**src/rtl/dac_cmd_pkg.sv**
```systemverilog
package dac_cmd_pkg;

  typedef enum logic [1:0] {
    KIND_WRITE   = 2'd0,
    KIND_PDOWN   = 2'd1,
    KIND_CONFIG  = 2'd2,
    KIND_GENERIC = 2'd3
  } req_kind_e;

  localparam int unsigned SAMPLE_W   = 16;
  localparam int unsigned PAYLOAD_W  = 20;
  localparam int unsigned FRAME_W    = 32;

  localparam logic [3:0] OP_WRITE_UPDATE_ONE = 4'd3;
  localparam logic [3:0] OP_POWER            = 4'd4;
  localparam logic [3:0] OP_SETUP            = 4'd8;
  localparam logic [3:0] ADDR_ALL            = 4'hF;

  typedef struct packed {
    logic [3:0]           op;
    logic [3:0]           addr;
    logic [PAYLOAD_W-1:0] payload;
  } cmd_word_t;

  // Frame: four zero bits above the opcode, address and payload.
  function automatic logic [FRAME_W-1:0] pack_frame(cmd_word_t w);
    return {4'b0000, w.op, w.addr, w.payload};
  endfunction

  // Left-align a right-justified sample into the payload field.
  function automatic logic [PAYLOAD_W-1:0] align_sample(logic [SAMPLE_W-1:0] s,
                                                        int unsigned sh);
    return PAYLOAD_W'(s) << sh;
  endfunction

  // Power-down payload: one-hot channel mask low, mode at bits 9:8.
  function automatic logic [PAYLOAD_W-1:0] pd_payload(logic [2:0] ch, logic on,
                                                      logic [1:0] mode);
    logic [1:0] m;
    m = on ? mode : 2'b00;
    return {10'b0, m, 8'b1 << ch};
  endfunction

  function automatic logic sample_fits(logic [SAMPLE_W-1:0] s, int unsigned bits);
    return (32'(s) >> bits) == 32'd0;
  endfunction

endpackage

```
**src/rtl/dac_cmd_compose.sv**
```systemverilog
module dac_cmd_compose
  import dac_cmd_pkg::*;
#(
  parameter int NUM_CH   = 8,
  parameter int RES_BITS = 16
) (
  input  req_kind_e             kind,
  input  logic [3:0]            op,
  input  logic [3:0]            addr,
  input  logic [SAMPLE_W-1:0]   sample,
  input  logic                  pd_on,
  input  logic [1:0]            pd_mode,
  output logic [FRAME_W-1:0]    frame,
  output logic                  legal
);
  localparam int unsigned ALIGN_SH = PAYLOAD_W - RES_BITS;

  cmd_word_t word;
  logic      chan_ok;
  logic      fits;

  assign chan_ok = int'(addr) < NUM_CH;
  assign fits    = sample_fits(sample, RES_BITS);

  always_comb begin
    word  = '0;
    legal = 1'b0;
    case (kind)
      KIND_WRITE: begin
        word.op      = OP_WRITE_UPDATE_ONE;
        word.addr    = addr;
        word.payload = align_sample(sample, ALIGN_SH);
        legal        = fits && (chan_ok || addr == ADDR_ALL);
      end
      KIND_PDOWN: begin
        word.op      = OP_POWER;
        word.addr    = 4'h0;
        word.payload = pd_payload(addr[2:0], pd_on, pd_mode);
        legal        = chan_ok;
      end
      KIND_CONFIG: begin
        word.op      = OP_SETUP;
        word.addr    = 4'h0;
        word.payload = {18'b0, sample[1:0]};
        legal        = 1'b1;
      end
      default: begin
        word.op      = op;
        word.addr    = addr;
        word.payload = align_sample(sample, ALIGN_SH);
        legal        = fits;
      end
    endcase
  end

  assign frame = pack_frame(word);

endmodule

```
**src/rtl/dac_spi_serializer.sv**
```systemverilog
module dac_spi_serializer
  import dac_cmd_pkg::*;
#(
  parameter int SCLK_HALF = 2
) (
  input  logic               clk,
  input  logic               rst_n,
  input  logic               start,
  input  logic [FRAME_W-1:0] frame,
  output logic               sclk,
  output logic               cs_n,
  output logic               mosi,
  output logic               busy,
  output logic               last_edge,
  output logic               done
);
  localparam int DIV_W = (SCLK_HALF > 1) ? $clog2(SCLK_HALF) : 1;
  localparam int BIT_W = $clog2(FRAME_W);

  typedef enum logic {SER_IDLE, SER_RUN} ser_state_e;

  ser_state_e         state_q;
  logic [FRAME_W-1:0] shreg_q;
  logic [DIV_W-1:0]   div_q;
  logic [BIT_W-1:0]   bitn_q;
  logic               sclk_q;
  logic               cs_n_q;
  logic               done_q;
  logic               half_tick;

  assign half_tick = (state_q == SER_RUN) && (div_q == DIV_W'(SCLK_HALF - 1));
  assign last_edge = half_tick && sclk_q && (bitn_q == BIT_W'(FRAME_W - 1));

  always_ff @(posedge clk or negedge rst_n) begin
    if (!rst_n) begin
      state_q <= SER_IDLE;
      shreg_q <= '0;
      div_q   <= '0;
      bitn_q  <= '0;
      sclk_q  <= 1'b0;
      cs_n_q  <= 1'b1;
      done_q  <= 1'b0;
    end else begin
      done_q <= 1'b0;
      case (state_q)
        SER_IDLE: begin
          if (start) begin
            shreg_q <= frame;
            div_q   <= '0;
            bitn_q  <= '0;
            sclk_q  <= 1'b0;
            cs_n_q  <= 1'b0;
            state_q <= SER_RUN;
          end
        end
        default: begin
          if (half_tick) begin
            div_q  <= '0;
            sclk_q <= ~sclk_q;
            if (sclk_q) begin
              if (last_edge) begin
                cs_n_q  <= 1'b1;
                done_q  <= 1'b1;
                state_q <= SER_IDLE;
              end else begin
                bitn_q  <= bitn_q + 1'b1;
                shreg_q <= {shreg_q[FRAME_W-2:0], 1'b0};
              end
            end
          end else begin
            div_q <= div_q + 1'b1;
          end
        end
      endcase
    end
  end

  assign sclk = sclk_q;
  assign cs_n = cs_n_q;
  assign mosi = shreg_q[FRAME_W-1];
  assign busy = (state_q == SER_RUN);
  assign done = done_q;

endmodule

```
**src/rtl/dac_shadow_cache.sv**
```systemverilog
module dac_shadow_cache
  import dac_cmd_pkg::*;
#(
  parameter int NUM_CH   = 8,
  parameter int RES_BITS = 16,
  localparam int CH_W    = $clog2(NUM_CH)
) (
  input  logic                clk,
  input  logic                rst_n,
  input  logic                wr_en,
  input  logic                wr_all,
  input  logic [CH_W-1:0]     wr_chan,
  input  logic [SAMPLE_W-1:0] wr_sample,
  input  logic                pd_en,
  input  logic [CH_W-1:0]     pd_chan,
  input  logic                pd_on,
  input  logic [1:0]          pd_mode,
  input  logic [CH_W-1:0]     rd_chan,
  output logic [SAMPLE_W-1:0] rd_sample,
  output logic                rd_pd_on,
  output logic [1:0]          rd_pd_mode
);
  localparam logic [SAMPLE_W-1:0] MIDSCALE = SAMPLE_W'(1) << (RES_BITS - 1);
  localparam logic [1:0]          PD_DEFAULT = 2'd1;

  logic [SAMPLE_W-1:0] sample_q [NUM_CH];
  logic                on_q     [NUM_CH];
  logic [1:0]          mode_q   [NUM_CH];

  for (genvar g = 0; g < NUM_CH; g++) begin : g_entry
    always_ff @(posedge clk or negedge rst_n) begin
      if (!rst_n) begin
        sample_q[g] <= MIDSCALE;
        on_q[g]     <= 1'b0;
        mode_q[g]   <= PD_DEFAULT;
      end else begin
        if (wr_en && (wr_all || wr_chan == CH_W'(g))) begin
          sample_q[g] <= wr_sample;
        end
        if (pd_en && pd_chan == CH_W'(g)) begin
          on_q[g]   <= pd_on;
          mode_q[g] <= pd_mode;
        end
      end
    end
  end

  assign rd_sample  = sample_q[rd_chan];
  assign rd_pd_on   = on_q[rd_chan];
  assign rd_pd_mode = mode_q[rd_chan];

endmodule

```
**src/rtl/dac_cmd_spi_tx.sv**
```systemverilog
module dac_cmd_spi_tx
  import dac_cmd_pkg::*;
#(
  parameter int NUM_CH    = 8,
  parameter int RES_BITS  = 16,
  parameter int SCLK_HALF = 2,
  localparam int CH_W     = $clog2(NUM_CH)
) (
  input  logic            clk,
  input  logic            rst_n,
  input  logic            req_valid,
  output logic            req_ready,
  input  logic [1:0]      req_kind,
  input  logic [3:0]      req_op,
  input  logic [3:0]      req_addr,
  input  logic [15:0]     req_sample,
  input  logic            req_pd_on,
  input  logic [1:0]      req_pd_mode,
  output logic            req_reject,
  output logic            frame_done,
  output logic            busy,
  output logic            spi_sclk,
  output logic            spi_cs_n,
  output logic            spi_mosi,
  input  logic [CH_W-1:0] rd_chan,
  output logic [15:0]     rd_sample,
  output logic            rd_pd_on,
  output logic [1:0]      rd_pd_mode
);
  logic [FRAME_W-1:0]  frame_w;
  logic                legal_w;
  logic                accept_ev;
  logic                start_ev;
  logic                frame_last;
  logic                rej_q;

  req_kind_e           pend_kind_q;
  logic [3:0]          pend_addr_q;
  logic [SAMPLE_W-1:0] pend_sample_q;
  logic                pend_on_q;
  logic [1:0]          pend_mode_q;

  assign req_ready = !busy;
  assign accept_ev = req_valid && req_ready;
  assign start_ev  = accept_ev && legal_w;

  dac_cmd_compose #(
    .NUM_CH  (NUM_CH),
    .RES_BITS(RES_BITS)
  ) u_compose (
    .kind   (req_kind_e'(req_kind)),
    .op     (req_op),
    .addr   (req_addr),
    .sample (req_sample),
    .pd_on  (req_pd_on),
    .pd_mode(req_pd_mode),
    .frame  (frame_w),
    .legal  (legal_w)
  );

  dac_spi_serializer #(
    .SCLK_HALF(SCLK_HALF)
  ) u_ser (
    .clk      (clk),
    .rst_n    (rst_n),
    .start    (start_ev),
    .frame    (frame_w),
    .sclk     (spi_sclk),
    .cs_n     (spi_cs_n),
    .mosi     (spi_mosi),
    .busy     (busy),
    .last_edge(frame_last),
    .done     (frame_done)
  );

  always_ff @(posedge clk or negedge rst_n) begin
    if (!rst_n) begin
      rej_q         <= 1'b0;
      pend_kind_q   <= KIND_CONFIG;
      pend_addr_q   <= '0;
      pend_sample_q <= '0;
      pend_on_q     <= 1'b0;
      pend_mode_q   <= '0;
    end else begin
      rej_q <= accept_ev && !legal_w;
      if (start_ev) begin
        pend_kind_q   <= req_kind_e'(req_kind);
        pend_addr_q   <= req_addr;
        pend_sample_q <= req_sample;
        pend_on_q     <= req_pd_on;
        pend_mode_q   <= req_pd_mode;
      end
    end
  end

  assign req_reject = rej_q;

  dac_shadow_cache #(
    .NUM_CH  (NUM_CH),
    .RES_BITS(RES_BITS)
  ) u_cache (
    .clk       (clk),
    .rst_n     (rst_n),
    .wr_en     (frame_last && pend_kind_q == KIND_WRITE),
    .wr_all    (pend_addr_q == ADDR_ALL),
    .wr_chan   (pend_addr_q[CH_W-1:0]),
    .wr_sample (pend_sample_q),
    .pd_en     (frame_last && pend_kind_q == KIND_PDOWN),
    .pd_chan   (pend_addr_q[CH_W-1:0]),
    .pd_on     (pend_on_q),
    .pd_mode   (pend_mode_q),
    .rd_chan   (rd_chan),
    .rd_sample (rd_sample),
    .rd_pd_on  (rd_pd_on),
    .rd_pd_mode(rd_pd_mode)
  );

endmodule

```
**config.mk**
```make
export PLATFORM = sky130hd
export DESIGN_NAME = dac_cmd_spi_tx
export DESIGN_NICKNAME = d
export VERILOG_FILES = /design/src/rtl/dac_cmd_pkg.sv /design/src/rtl/dac_cmd_compose.sv /design/src/rtl/dac_spi_serializer.sv /design/src/rtl/dac_shadow_cache.sv /design/src/rtl/dac_cmd_spi_tx.sv
export SDC_FILE = /design/constraint.sdc
export NUM_CORES = 1
export LEC_CHECK = 0
export CAP_MARGIN = 20
export CORE_ASPECT_RATIO = 0.7
export CORE_UTILIZATION = 62
export CTS_BUF_LIST = sky130_fd_sc_hd__clkbuf_4 sky130_fd_sc_hd__clkbuf_8
export CTS_CLUSTER_SIZE = 10
export DETAILED_ROUTE_END_ITERATION = 8
export PLACE_DENSITY = 0.83
export SLEW_MARGIN = 20
export SYNTH_ARGS = -nofsm -noshare
export SYNTH_HDL_FRONTEND = slang
export SYNTH_SLANG_ARGS = --single-unit
```
**constraint.sdc**
```tcl
create_clock -name clk -period 2.8 [get_ports clk]
set_input_delay 0.42 -clock clk [delete_from_list [all_inputs] [get_ports clk]]
set_output_delay 0.42 -clock clk [all_outputs]
set_load 0.005 [all_outputs]
```
==> run metrics <==
status finished, final reports clean; Post-synth EDFFs 0; final cycle utilization of the critical path 90.5%; DR WL/cell 22.1 um; Clock Latency Late Sink 0.51 ns; clock tree sinks 220; Post-Synthesis Cells 728; Global Route Usage Sum 29.0%; Fin Hold WS 0.459 ns; initial DRC count 539; Post-synth ARST share 100%; ANT cells 0; Total Wirelength 23.0 mm; CP max-delay cell mux4_2; die area 16700 um^2; worst slack at placement 0.185 ns; crit path buf inv count 1; mean post-synth cell area 13.8 um^2; post-route setup slack 0.267 ns; 1st-pass router iterations 5; final count of negative-setup-slack endpoints 0; min Tclk post-route 2.53 ns; Setup CP Type flop to output port; Hold Crit Class flop to flop; Max H-tree Level 2; CTS tree built; total CTS buffers 34; Mapped Area 10000 um^2; die height 108 um; CTS Root Cell clkbuf_8; Cell variety after synth 54; FILL cells 889; CP max FO 2; DR DRC count 0; RSZ-0062 raised after global routing false; vias in the first global route 6834; synthesized netlist net count 765; Buffers on Ports 60; critical path arrival 2.11 ns; worst slew pin tran 0.584 ns; CORE AREA 15600 um^2; slowest stage delay, CP 0.48 ns; Critical Path Sink Type output port; share of cells above drive strength 1 41.3%; Pleak 5.63 nW; io pins 61; worst endpoint required time 2.38 ns; initial antenna violation count 0; Power Dens Cells 727 nW/um^2; Reg clk slew, reported paths 0.06 ns; vias 6616; Routed Antenna Nets 0; Max rail drop VDD 467 uV; max-cap viol count 0; Ys Warns 0; Main synth FF type dfrtp_1; GRT overflow 0; nets 851; Pins Over Slew Limit 0; Final Skew 0.0179 ns; setup tns final 0 ns; Relative slew margins 60.9%; #FFs+latches synth 220; register area share after synthesis 55.1%; first-pass GRT wire length 37.0 mm; Cell Rows 38; Clock Tree Buf Depth 3; Synth-to-Final Area Change 17.7%; starting density of the core 64.1%; Final GP Congestion 0.899; FMAX 395 MHz; post-DR vias/cell 6.37; Final Hold Viols 0; Critical Path, Cell by Cell mux4_2 -> mux2_2 -> clkdlybuf4s50_1; Die X 154 um; hpwl dp 15.0 mm; Crit path max-delay family multiplexers; startpoint types flop; largest net degree at the start of global routing 65
==> synthesized netlist by cell type (3+ instances only) <==
cell type | instances | area share (%)
dfrtp_1 | 202 | 50
mux2_2 | 169 | 19
nand2_1 | 84 | 3.1
mux4_2 | 38 | 8.5
o21ai_0 | 25 | 1.2
nand3_1 | 21 | 1.0
clkbuf_1 | 19 | 0.71
dfstp_2 | 18 | 4.7
buf_2 | 17 | 0.85
nor2_1 | 15 | 0.56
nor3_1 | 11 | 0.55
a22oi_1 | 9 | 0.67
and3_1 | 7 | 0.44
a21oi_1 | 6 | 0.30
a22o_1 | 6 | 0.52
o221a_2 | 6 | 0.67
a221o_1 | 5 | 0.50
inv_1 | 5 | 0.19
o211ai_1 | 5 | 0.37
a31oi_1 | 4 | 0.25
nand4_1 | 4 | 0.25
nor2b_1 | 4 | 0.25
buf_4 | 3 | 0.22
mux2_4 | 3 | 0.45
nand2b_1 | 3 | 0.19
xor2_1 | 3 | 0.26
==> worst register-to-register path: stages, from the launching register on <==
cell,delay (ns)
dfrtp_1,0.39
ha_1,0.19
and3_1,0.19
ha_1,0.24
nand4_2,0.22
clkinv_2,0.18
nand2b_4,0.10
or4b_4,0.57
mux2_4,0.32
==> power by group <==
group	total (W)	switching, W	internal [W]
Combinational	0.00147	0.000769	0.000701
Sequential	0.00426	0.000620	0.00364
Clock	0.00285	0.00122	0.00164
Total	0.00858	0.00260	0.00598
==> sequential cells by signal, indices dropped and copies added, names as in the netlist, 2 cells and up <==
| name | cells |
|---|---|
| pend_addr_q | 4 |
| pend_kind_q | 2 |
| pend_mode_q | 2 |
| pend_sample_q | 16 |
| u_cache.mode_q | 16 |
| u_cache.on_q | 8 |
| u_cache.sample_q | 128 |
| u_ser.bitn_q | 5 |
| u_ser.shreg_q | 32 |
==> timing repair <==
| action | in CTS | in global routing |
|---|---|---|
| setup endpoints to repair | 0 | 2 |
| gates resized for setup | 0 | 1 |
| buffers inserted | 0 | 0 |
| hold buffers | 1 | 0 |
| hold endpoints to repair | 53 | 0 |
==> area by class of cell <==
| cell class | count | area (um^2) | area share, % |
|---|---|---|---|
| timing repair buffer | 92 | 962 | 8.15 |
| tap | 200 | 250 | 2.12 |
| inverter | 6 | 23.8 | 0.201 |
| clock inverter | 2 | 13.8 | 0.117 |
| clock buffer | 58 | 729 | 6.18 |
| multi-input combinational | 460 | 4300 | 36.4 |
| sequential | 220 | 5530 | 46.8 |
==> path summary, 6_finish.rpt <==
kind	start	to	slack, ns	cells after the start
min	u_ser.cs_n	u_ser.cs_n	0.46	2
max reg2reg	u_ser.bitn_q[0]	u_cache.on_q[4]	0.29	8
max in group asynchronous	rst_n	u_cache.sample_q[29]	1.52	3
min in group asynchronous	rst_n	u_cache.on_q[3]	0.47	2
max	u_cache.sample_q[0]	rd_sample[0]	0.27	3
min reg2reg	u_ser.cs_n	u_ser.cs_n	0.46	2
==> per-stage QoR <==
step / power [W] / area (um^2) / utilization (%) / std cells
after detailed placement: 0.00572 / 11000 / 70.6 / 977
after global placement: 0.00559 / 11000 / 70.6 / 977
after CTS: 0.00860 / 11800 / 75.5 / 1038
final: 0.00858 / 11800 / 75.5 / 1038
after global routing: 0.00897 / 11800 / 75.5 / 1038
after floorplan: 0.00508 / 10000 / - / 728
==> logic make-up (layout without fill, tap and decap cells) <==
group / count (synthesis) / count (layout) / synth area share (%)
adder cells (fa/ha/maj): 2 / 2 / 0.249
AO/OA/AOI/OAI: 74 / 74 / 5.35
multiplexers: 212 / 212 / 28.2
AND/OR/NAND/NOR: 167 / 167 / 8.50
buffers and inverters: 48 / 158 / 2.21
flip-flops: 220 / 220 / 55.1
XOR/XNOR: 5 / 5 / 0.437
==> layer usage <==
metal	GRT usage, %	up-vias	wire, um
li1	-	2852	-
met1	41.6	3455	10100
met2	45.6	277	10900
met3	5.81	32	1630
met4	8.57	0	310
met5	0	-	0
==> layout by cell type (no fill, tap or decap), drive strengths merged, types with 9 or more instances in the layout <==
master	synthesis	routed
mux4	38	38
mux2	173	173
clkbuf	19	59
a22oi	9	9
buf	23	33
nor3	14	14
dfstp	18	18
clkdlybuf4s50	0	57
nand2	84	84
o21ai	26	26
nand3	22	22
dfrtp	202	202
nor2	16	16
Note: power is estimated with default switching activity, not from simulation.
